### config.mk
export PLATFORM = sky130hd
export DESIGN_NAME = iocc_ctrl
export DESIGN_NICKNAME = d
export VERILOG_FILES = /design/src/rtl/iocc_pkg.sv /design/src/rtl/iocc_pend.sv /design/src/rtl/iocc_decide.sv /design/src/rtl/iocc_ctrl.sv
export SDC_FILE = /design/constraint.sdc
export NUM_CORES = 1
export LEC_CHECK = 0
export ABC_AREA = 1
export BUFFER_PORTS_ARGS = -buffer_cell sky130_fd_sc_hd__buf_2
export CAP_MARGIN = 20
export CORE_UTILIZATION = 55
export DETAILED_ROUTE_END_ITERATION = 10
export PLACE_DENSITY = 0.88
export SETUP_SLACK_MARGIN = 0.5
export SLEW_MARGIN = 20
export SYNTH_ARGS = -nofsm -noshare
export SYNTH_HDL_FRONTEND = slang
export SYNTH_HIERARCHICAL = 1
export SYNTH_SLANG_ARGS = --single-unit
### constraint.sdc
create_clock -name clk -period 4 [get_ports clk]
set_input_delay 0.6 -clock clk [delete_from_list [all_inputs] [get_ports clk]]
set_output_delay 0.6 -clock clk [all_outputs]
set_load 0.03 [all_outputs]
### src/rtl/iocc_pkg.sv
package iocc_pkg;

    typedef enum logic [1:0] {
        OP_START = 2'd0,
        OP_TEST  = 2'd1,
        OP_HALT  = 2'd2,
        OP_TCHAN = 2'd3
    } op_e;

    typedef enum logic [2:0] {
        S_IDLE,
        S_DECIDE,
        S_GET_CAW,
        S_GET_CCW,
        S_DEV_CMD,
        S_DEV_CLR,
        S_PUT_CSW,
        S_RELEASE
    } state_e;

    typedef enum logic [1:0] {
        ACT_RELEASE,
        ACT_GET_CAW,
        ACT_DEV,
        ACT_PUT
    } act_e;

    localparam logic [1:0] CC_OK     = 2'b00;
    localparam logic [1:0] CC_STORED = 2'b01;
    localparam logic [1:0] CC_BUSY   = 2'b10;
    localparam logic [1:0] CC_NOTOP  = 2'b11;

endpackage

### src/rtl/iocc_pend.sv
module iocc_pend #(
    parameter int UA_W = 8,
    parameter int SW_W = 16
) (
    input  logic            clk,
    input  logic            rst_n,
    input  logic            post_i,
    input  logic [UA_W-1:0] post_addr_i,
    input  logic [SW_W-1:0] post_stat_i,
    input  logic            clear_i,
    output logic            valid_o,
    output logic [UA_W-1:0] addr_o,
    output logic [SW_W-1:0] stat_o
);

    always_ff @(posedge clk or negedge rst_n) begin
        if (!rst_n) begin
            valid_o <= 1'b0;
            addr_o  <= '0;
            stat_o  <= '0;
        end else if (post_i) begin
            valid_o <= 1'b1;
            addr_o  <= post_addr_i;
            stat_o  <= post_stat_i;
        end else if (clear_i) begin
            valid_o <= 1'b0;
        end
    end

endmodule

### src/rtl/iocc_decide.sv
module iocc_decide
    import iocc_pkg::*;
#(
    parameter int              UA_W     = 8,
    parameter int              ST_W     = 8,
    parameter logic [ST_W-1:0] TEST_CMD = 8'h00,
    parameter logic [ST_W-1:0] HALT_CMD = 8'hFF,
    parameter logic [ST_W-1:0] CH_UA    = 8'h02
) (
    input  op_e             op_i,
    input  logic [UA_W-1:0] ua_i,
    input  logic            par_i,
    input  logic            busy_i,
    input  logic            unav_i,
    input  logic            pend_v_i,
    input  logic [UA_W-1:0] pend_a_i,
    input  logic            oper_i,
    input  logic            burst_i,
    output act_e            act_o,
    output logic [1:0]      cc_o,
    output logic [ST_W-1:0] chan_o,
    output logic [ST_W-1:0] cmd_o,
    output logic            use_pend_o,
    output logic            clr_pend_o
);

    logic match;
    logic par_bad;

    assign match   = pend_v_i && (pend_a_i == ua_i);
    assign par_bad = ~(^{ua_i, par_i});

    always_comb begin
        act_o      = ACT_RELEASE;
        cc_o       = CC_OK;
        chan_o     = '0;
        cmd_o      = TEST_CMD;
        use_pend_o = 1'b0;
        clr_pend_o = 1'b0;
        unique case (op_i)
            OP_START: begin
                if (busy_i) begin
                    cc_o = CC_BUSY;
                end else if (unav_i) begin
                    cc_o = CC_NOTOP;
                end else if (par_bad) begin
                    act_o  = ACT_PUT;
                    cc_o   = CC_STORED;
                    chan_o = CH_UA;
                end else begin
                    act_o = ACT_GET_CAW;
                end
            end
            OP_TEST: begin
                if (match) begin
                    act_o      = ACT_PUT;
                    cc_o       = CC_STORED;
                    use_pend_o = 1'b1;
                    clr_pend_o = 1'b1;
                end else if (busy_i) begin
                    cc_o = CC_BUSY;
                end else if (unav_i) begin
                    cc_o = CC_NOTOP;
                end else begin
                    act_o = ACT_DEV;
                end
            end
            OP_HALT: begin
                if (match) begin
                    cc_o = CC_OK;
                end else if (unav_i) begin
                    cc_o = CC_NOTOP;
                end else begin
                    act_o = ACT_DEV;
                    cmd_o = HALT_CMD;
                end
            end
            OP_TCHAN: begin
                if (!oper_i)       cc_o = CC_NOTOP;
                else if (pend_v_i) cc_o = CC_STORED;
                else if (burst_i)  cc_o = CC_BUSY;
                else               cc_o = CC_OK;
            end
            default: ;
        endcase
    end

endmodule

### src/rtl/iocc_ctrl.sv
module iocc_ctrl
    import iocc_pkg::*;
#(
    parameter int              UA_W     = 8,
    parameter int              ST_W     = 8,
    parameter int              MA_W     = 24,
    parameter int              DW       = 32,
    parameter int              KEY_W    = 4,
    parameter int              CAW_LOC  = 72,
    parameter int              CSW_LOC  = 64,
    parameter int              CCW_STEP = 8,
    parameter logic [ST_W-1:0] TEST_CMD = 8'h00,
    parameter logic [ST_W-1:0] HALT_CMD = 8'hFF
) (
    input  logic              clk,
    input  logic              rst_n,
    input  logic              sel_i,
    input  logic [1:0]        op_i,
    input  logic [UA_W-1:0]   ua_i,
    input  logic              ua_par_i,
    input  logic              sc_busy_i,
    input  logic              sc_unavail_i,
    input  logic              tc_oper_i,
    input  logic              tc_all_burst_i,
    input  logic              int_post_i,
    input  logic [UA_W-1:0]   int_addr_i,
    input  logic [2*ST_W-1:0] int_stat_i,
    output logic              mem_req_o,
    output logic              mem_we_o,
    output logic [MA_W-1:0]   mem_addr_o,
    output logic [DW-1:0]     mem_wdata_o,
    input  logic              mem_ack_i,
    input  logic [DW-1:0]     mem_rdata_i,
    output logic              dev_req_o,
    output logic [ST_W-1:0]   dev_cmd_o,
    output logic [UA_W-1:0]   dev_addr_o,
    input  logic              dev_done_i,
    input  logic [ST_W-1:0]   dev_status_i,
    output logic [KEY_W-1:0]  key_o,
    output logic [MA_W-1:0]   chain_addr_o,
    output logic              release_o,
    output logic [1:0]        cc_o
);

    localparam int              PAD_W  = DW - UA_W - 2 * ST_W;
    localparam int              ZERO_W = DW - KEY_W - MA_W;
    localparam int              ALN_W  = $clog2(CCW_STEP);
    localparam logic [ST_W-1:0] CH_AW  = 8'h01;
    localparam logic [ST_W-1:0] CH_UA  = 8'h02;

    state_e            state_q, state_n;
    op_e               op_q;
    logic [UA_W-1:0]   ua_q;
    logic              par_q;
    logic [1:0]        cc_q;
    logic [KEY_W-1:0]  key_q;
    logic [MA_W-1:0]   cmd_addr_q;
    logic [MA_W-1:0]   chain_q;
    logic [ST_W-1:0]   dev_cmd_q;
    logic [DW-1:0]     csw_q;

    act_e              d_act;
    logic [1:0]        d_cc;
    logic [ST_W-1:0]   d_chan;
    logic [ST_W-1:0]   d_cmd;
    logic              d_use_pend;
    logic              d_clr_pend;

    logic              pend_v;
    logic [UA_W-1:0]   pend_a;
    logic [2*ST_W-1:0] pend_s;
    logic              pend_clr;
    logic              caw_bad;

    assign pend_clr = (state_q == S_DECIDE) && d_clr_pend;
    assign caw_bad  = (mem_rdata_i[DW-KEY_W-1 -: ZERO_W] != '0)
                   || (mem_rdata_i[ALN_W-1:0] != '0);

    iocc_pend #(.UA_W(UA_W), .SW_W(2 * ST_W)) u_pend (
        .clk         (clk),
        .rst_n       (rst_n),
        .post_i      (int_post_i),
        .post_addr_i (int_addr_i),
        .post_stat_i (int_stat_i),
        .clear_i     (pend_clr),
        .valid_o     (pend_v),
        .addr_o      (pend_a),
        .stat_o      (pend_s)
    );

    iocc_decide #(
        .UA_W(UA_W), .ST_W(ST_W), .TEST_CMD(TEST_CMD),
        .HALT_CMD(HALT_CMD), .CH_UA(CH_UA)
    ) u_decide (
        .op_i       (op_q),
        .ua_i       (ua_q),
        .par_i      (par_q),
        .busy_i     (sc_busy_i),
        .unav_i     (sc_unavail_i),
        .pend_v_i   (pend_v),
        .pend_a_i   (pend_a),
        .oper_i     (tc_oper_i),
        .burst_i    (tc_all_burst_i),
        .act_o      (d_act),
        .cc_o       (d_cc),
        .chan_o     (d_chan),
        .cmd_o      (d_cmd),
        .use_pend_o (d_use_pend),
        .clr_pend_o (d_clr_pend)
    );

    // state register
    always_ff @(posedge clk or negedge rst_n) begin
        if (!rst_n) state_q <= S_IDLE;
        else        state_q <= state_n;
    end

    // next-state logic
    always_comb begin
        state_n = state_q;
        unique case (state_q)
            S_IDLE:    if (sel_i) state_n = S_DECIDE;
            S_DECIDE: begin
                unique case (d_act)
                    ACT_GET_CAW: state_n = S_GET_CAW;
                    ACT_DEV:     state_n = S_DEV_CMD;
                    ACT_PUT:     state_n = S_PUT_CSW;
                    default:     state_n = S_RELEASE;
                endcase
            end
            S_GET_CAW: if (mem_ack_i) state_n = caw_bad ? S_PUT_CSW : S_GET_CCW;
            S_GET_CCW: if (mem_ack_i) state_n = S_DEV_CMD;
            S_DEV_CMD: begin
                if (dev_done_i) begin
                    if (op_q == OP_HALT)           state_n = S_PUT_CSW;
                    else if (dev_status_i == '0)   state_n = S_RELEASE;
                    else if (op_q == OP_START)     state_n = S_DEV_CLR;
                    else                           state_n = S_PUT_CSW;
                end
            end
            S_DEV_CLR: if (dev_done_i) state_n = S_PUT_CSW;
            S_PUT_CSW: if (mem_ack_i)  state_n = S_RELEASE;
            S_RELEASE: state_n = S_IDLE;
            default:   state_n = S_IDLE;
        endcase
    end

    // datapath registers
    always_ff @(posedge clk or negedge rst_n) begin
        if (!rst_n) begin
            op_q       <= OP_START;
            ua_q       <= '0;
            par_q      <= 1'b0;
            cc_q       <= CC_OK;
            key_q      <= '0;
            cmd_addr_q <= '0;
            chain_q    <= '0;
            dev_cmd_q  <= TEST_CMD;
            csw_q      <= '0;
        end else begin
            unique case (state_q)
                S_IDLE: begin
                    if (sel_i) begin
                        op_q  <= op_e'(op_i);
                        ua_q  <= ua_i;
                        par_q <= ua_par_i;
                    end
                end
                S_DECIDE: begin
                    cc_q      <= d_cc;
                    dev_cmd_q <= d_cmd;
                    csw_q     <= d_use_pend ? {pend_a, {PAD_W{1'b0}}, pend_s}
                                            : {ua_q, {PAD_W{1'b0}}, {ST_W{1'b0}}, d_chan};
                end
                S_GET_CAW: begin
                    if (mem_ack_i) begin
                        key_q      <= mem_rdata_i[DW-1 -: KEY_W];
                        cmd_addr_q <= mem_rdata_i[MA_W-1:0];
                        cc_q       <= CC_STORED;
                        csw_q      <= {ua_q, {PAD_W{1'b0}}, {ST_W{1'b0}}, CH_AW};
                    end
                end
                S_GET_CCW: begin
                    if (mem_ack_i) begin
                        dev_cmd_q <= mem_rdata_i[DW-1 -: ST_W];
                        chain_q   <= cmd_addr_q + MA_W'(CCW_STEP);
                    end
                end
                S_DEV_CMD: begin
                    if (dev_done_i) begin
                        dev_cmd_q <= TEST_CMD;
                        cc_q      <= ((op_q == OP_HALT) || (dev_status_i != '0))
                                     ? CC_STORED : CC_OK;
                        csw_q     <= {ua_q, {PAD_W{1'b0}},
                                      (op_q == OP_HALT) ? {ST_W{1'b0}} : dev_status_i,
                                      {ST_W{1'b0}}};
                    end
                end
                default: ;
            endcase
        end
    end

    // outputs
    always_comb begin
        mem_req_o   = 1'b0;
        mem_we_o    = 1'b0;
        mem_addr_o  = MA_W'(CSW_LOC);
        mem_wdata_o = '0;
        dev_req_o   = 1'b0;
        release_o   = 1'b0;
        cc_o        = CC_OK;
        unique case (state_q)
            S_GET_CAW: begin
                mem_req_o  = 1'b1;
                mem_addr_o = MA_W'(CAW_LOC);
            end
            S_GET_CCW: begin
                mem_req_o  = 1'b1;
                mem_addr_o = cmd_addr_q;
            end
            S_PUT_CSW: begin
                mem_req_o   = 1'b1;
                mem_we_o    = 1'b1;
                mem_wdata_o = csw_q;
            end
            S_DEV_CMD, S_DEV_CLR: dev_req_o = 1'b1;
            S_RELEASE: begin
                release_o = 1'b1;
                cc_o      = cc_q;
            end
            default: ;
        endcase
    end

    assign dev_cmd_o    = dev_cmd_q;
    assign dev_addr_o   = ua_q;
    assign key_o        = key_q;
    assign chain_addr_o = chain_q;

endmodule

# Word level (Yosys, flattened, before mapping)
# Cells that the tools add are included.
# classes
add_sub_neg	1
n_eq_ne	20
mux	61
n_reduce_logical	22
# op_table
op	count
32-bit two-way mux	4
32-bit one-hot mux with 3 select lines	1
8-bit two-way mux	9
24-bit one-hot mux with 2 select lines	1
2-bit two-way mux	23
24-bit by 4-bit adder with 24-bit output, second input constant	1
3-bit one-hot mux with 8 select lines	1
8-bit one-hot mux with 3 select lines	1
3-bit two-way mux	7
3-bit == test, second input constant	4
2-bit inequality test, second input constant	6
2-bit one-hot mux with 3 select lines	2
1-bit two-way mux	10
3-bit one-hot mux with 3 select lines	1
3-bit nonzero test	3
9-bit XOR reduction	1
2-bit == test, second input constant	4
8-bit == test	1
8-bit logical NOT	1
2-bit one-hot mux with 4 select lines	1
8-bit nonzero test	1
3-bit by 2-bit == test with 1-bit output, second input constant	2
2-bit AND reduction	3
3-bit AND reduction	2
other kinds (11)	14
# totals
reg_bits	133
inputBits	85
word_cells	117

# Logic depth before layout (Yosys ltp)
# depth
depth_word	8
depth_mapped	16

# By module
# The synthesis kept the hierarchy.
# modules_own_cells
mod	instances	cells_each	area_per_inst_um2
iocc_ctrl	1	732	5321.4
iocc_pend	1	106	1006.0
iocc_decide	1	120	580.6

# Worst setup path after synthesis
# No wires, ideal clock.
# synth_path
path_type	flip-flop to flip-flop
from	register ua_q[7], in the netlist dev_addr_o[7]
to	register csw_q[29]
t_arrival_ns	2.183
required_ns	3.879
slack_ns	1.696
stages_incl_launch_ff	15
n_path_buf	3
period_less_slack_ns	2.304
path_cell_list	dfrtp_1 inv_1 a21oi_2 nand2_1 nor2_1 nand3_4 nor2_1 buf_4 clkbuf_1 inv_1 clkbuf_1 o21ai_0 nand2_1 nand2_1 o21ai_1
# synth_via
elab_chain_len	6
# synth_lines
element	line_no	source
from (decl)	iocc_ctrl.sv:53	logic [UA_W-1:0] ua_q;
from (signal assigned)	iocc_ctrl.sv:165	ua_q <= ua_i;
8-bit == test	iocc_decide.sv:30	assign match = pend_v_i && (pend_a_i == ua_i);
1-bit logical AND	iocc_decide.sv:30	
1-bit two-way mux (2 in series)	-	
net d_clr_pend	iocc_ctrl.sv:67	logic d_clr_pend;
32-bit two-way mux	iocc_ctrl.sv:172	csw_q <= d_use_pend ? {pend_a, {PAD_W{1'b0}}, pend_s}
32-bit one-hot mux with 3 select lines	iocc_ctrl.sv:161	unique case (state_q)
to (signal assigned)	iocc_ctrl.sv:172	
to (signal assigned)	iocc_ctrl.sv:180	csw_q <= {ua_q, {PAD_W{1'b0}}, {ST_W{1'b0}}, CH_AW};
to (signal assigned)	iocc_ctrl.sv:194	csw_q <= {ua_q, {PAD_W{1'b0}},
to (decl)	iocc_ctrl.sv:60	logic [DW-1:0] csw_q;
# The timed path passes the listed nets, and every way through them passes these cells.
# A chain may end at the register's enable or synchronous reset.

# Final worst setup path
# layout_path
from	register ua_q[6], in the netlist dev_addr_o[6]
to	register csw_q[29]
# Same word-level chain as after synthesis.

==> impl_metrics.py <==
metrics = {
    "timing": {
        "finalClockSkew_ps": 9.035,
        "rsz0062_at_grt": "no",
        "fin_crit_ps": 3066,
        "finalCritPeriodShare": 0.7664,
        "slew_headroom": 0.3479,
        "tightestPinTransition_ps": 975.9,
        "fmax_mhz": 326.2,
        "setup_tns_ps": 0,
        "setup_viol": 0,
        "finalHoldViolCount": 0,
        "slew_viol_final": 0,
    },
    "worst_setup_path": {
        "cp_max_fo": 13,
        "endpoint_kind": "flop",
        "crit_path_frequent_cell": "nand2_1",
        "reg2reg_from": "dev_addr_o[6]",
        "cp_top_family": "simple AND/OR/NAND/NOR gates",
        "crit_buf_inv": 3,
        "crit_type": "flop to flop",
        "crit_slowest_cell": "nor2_1",
        "worstPathRequired_ps": 4340,
        "r2r_cells": 14,
        "crit_path_cell_trace": "inv_1 > nand2_1 > nand2_1 > nand2_1 > nor2_1 > nand3_4 > nor2_1 > inv_1 > nor2_1 > buf_4 > nand2_1 > nand2_1 > nand2_1 > o21ai_1",
        "worst_path_largest_cell_delay_ps": 620,
        "r2r_end": "csw_q[29]",
        "crit_path_start_kind": "flop",
        "r2r_slack_ps": 930,
        "worstPathArrival_ps": 3400,
    },
    "cts": {
        "cts.clk_slew.worst_paths_ps": 60,
        "cts_setup_buffers": 0,
        "cts_max_level": 4,
        "cts-root-buf": "clkbuf_16",
        "post_cts_resized": 0,
        "cts_sinks": 125,
        "cts_tree": "done",
        "insertion_delay_ps": 420,
        "cts_hold_buffers": 0,
        "clk_path_buf_depth": 2,
        "numCtsBuffers": 17,
    },
    "cells_and_area": {
        "regArea_mm2": 0.003128,
        "mostFrequentLayoutCells": "nand2_1 (311), buf_2 (181), nor2_1 (128)",
        "nets": 1204,
        "layout_commonest_cell": "nand2_1",
        "multi_input_area_mm2": 0.002974,
        "synthToLayoutAreaGrowth_pct": 20.81,
        "fillCellCount": 1032,
        "antennaDiodeCount": 0,
        "stdcell_count": 1299,
        "drive_above_1_share": 0.2299,
        "fin_util": 0.6891,
    },
    "synth": {
        "synth-seq-area-share": 0.4528,
        "yosysWarningCount": 6,
        "syn_area_mm2": 0.006908,
        "netlist_instances": 958,
        "ys_seq_elements": 125,
        "ys_types": 35,
        "avgSynthCellArea_um2": 7.211,
        "synth_area_leaders": "dfrtp_1 (45%), nand2_1 (17%), nor2_1 (7.0%), inv_1 (6.2%), o21ai_0 (3.0%)",
        "synth_area_leader_cell": "dfrtp_1",
        "synth.top_cell.area_share": 0.4528,
    },
    "drt": {
        "wire_per_inst_um": 13.45,
        "top_layer": "met4",
        "met1Wirelength_um": 7269,
        "drt_wl_total_um": 17470,
        "routed-wl-met2_um": 8621,
        "drtPass1Iterations": 6,
        "drc": 0,
        "postRouteAntennaNets": 0,
        "wl_met3_um": 1244,
        "drt-vias-per-instance": 5.014,
        "num_vias": 6513,
        "drt_iter0_drc": 569,
    },
    "floorplanning": {
        "core-area_mm2": 0.01211,
        "die_w_um": 114.1,
        "boundaryPins": 191,
        "start_util": 0.5704,
        "die-area_mm2": 0.01301,
        "num_rows": 40,
        "die_h_um": 114.1,
    },
    "power": {
        "totalPowerFinal_uw": 6802,
        "leakage_uw": 0.004744,
        "power_density_mw_per_mm2": 815.0,
        "vdd_ir_drop_max_mv": 0.4206,
    },
    "global_route": {
        "grt_max_degree": 89,
        "first_global_vias": 5972,
        "grt_pass1_wl_um": 28300,
        "antenna_found_initial": 0,
        "grt_usage": 0.2827,
        "grt-ovfl-total": 0,
    },
    "place": {
        "gp_congestion": 0.9260,
        "place_inst": 1267,
        "port_buffers": 182,
        "dp_hpwl_um": 12540,
    },
    "run": {
        "cap_violations": 0,
    },
    "run_status": {
        "outcome": "completed",
    },
    "hold_path": {
        "min_path_type": "primary input to async pin",
    },
}
synthesized netlist by cell type:
cell type  number
o211ai_1        2
mux2_2          6
o22ai_1         1
a21oi_1        39
nand3_1        39
nor2_4          1
ha_1            1
o21ai_0        41
buf_4          26
o31ai_1         1
nor2_2          2
nand2_1       312
a21oi_2         5
o21bai_1        1
buf_12          1
inv_4           1
or2_2           4
nand3b_1        2
clkbuf_1       12
nand4_1         9
buf_6           6
inv_2           7
conb_1          2
nand2_2        12
inv_1         114
xor2_1         11
o21ai_4         1
a31oi_1         1
nand2_4         1
nor2_1        128
nand3_4         2
inv_8           1
o21ai_1        28
buf_2          13
dfrtp_1       125
through the flow:
stage / worst slack [ps] / instance area [um^2] / hold slack (ps)
after CTS: 943.2 / 8342 / 364.6
after global routing: 538.5 / 8346 / 309.6
after global placement: 1138 / 7740 / 454.5
after floorplan: 1696 / 6957 / 304.4
final: 934.2 / 8346 / 258.2
after detailed placement: 973.6 / 7740 / 459.9
sequential cells by signal (all words and copies together), names as in the netlist:
register and count:
cc_q 2, par_q 1, op_q 2, u_pend/valid_o 1, u_pend/stat_o 16, dev_cmd_o 8, key_o 4, u_pend/addr_o 8
state_q 3, csw_q 24, dev_addr_o 8, cmd_addr_q 24, chain_addr_o 24
how the worst max path moves through the flow:
| stage | startpoint | end | slack (ps) | depth (start not counted) |
|---|---|---|---|---|
| final | dev_addr_o[6] | csw_q[29] | 930 | 14 |
| after global routing | dev_addr_o[7] | csw_q[25] | 540 | 13 |
| after CTS | dev_addr_o[6] | csw_q[25] | 940 | 14 |
| after detailed placement | dev_addr_o[6] | csw_q[30] | 970 | 14 |
| after global placement | dev_addr_o[6] | csw_q[29] | 1140 | 14 |
| after floorplan | dev_addr_o[7] | csw_q[29] | 1700 | 14 |
power breakdown:
part           internal (uW)  switching [uW]  leakage, uW
Sequential              1710             364      0.00151
Clock                   1010             542     0.000289
Combinational            930            2240      0.00295
layer usage:
| layer | up-vias | GRT usage |
|---|---|---|
| li1 | 3239 | - |
| met1 | 2972 | 0.3460 |
| met2 | 272 | 0.4865 |
| met3 | 30 | 0.07253 |
| met4 | 0 | 0.09524 |
| met5 | - | 0 |
worst reg2reg max path, stage by stage (launching register included):
cell and delay [ps]:
dfrtp_1 450, inv_1 90, nand2_1 50, nand2_1 50, nand2_1 50, nor2_1 180, nand3_4 150, nor2_1 450
inv_1 330, nor2_1 620, buf_4 290, nand2_1 60, nand2_1 70, nand2_1 50, o21ai_1 110
logic make-up after synthesis:
kind of cell    share of synthesized area
simple gates                       0.3023
buf+inv                            0.1252
flops                              0.4528
compound gates                    0.09310
xor+xnor                          0.01395
mux                              0.009780
other cells                      0.001087
fa+ha+maj                        0.001811
final cells by class:
type,count,area share
flip-flops and latches,125,0.3748
multi-input cells,665,0.3564
repair buffers,186,0.1150
inverters,123,0.05652
clock buffers,21,0.05517
well taps,168,0.02519
clock inverters,11,0.01694
Power figures use the tool's default switching activity.
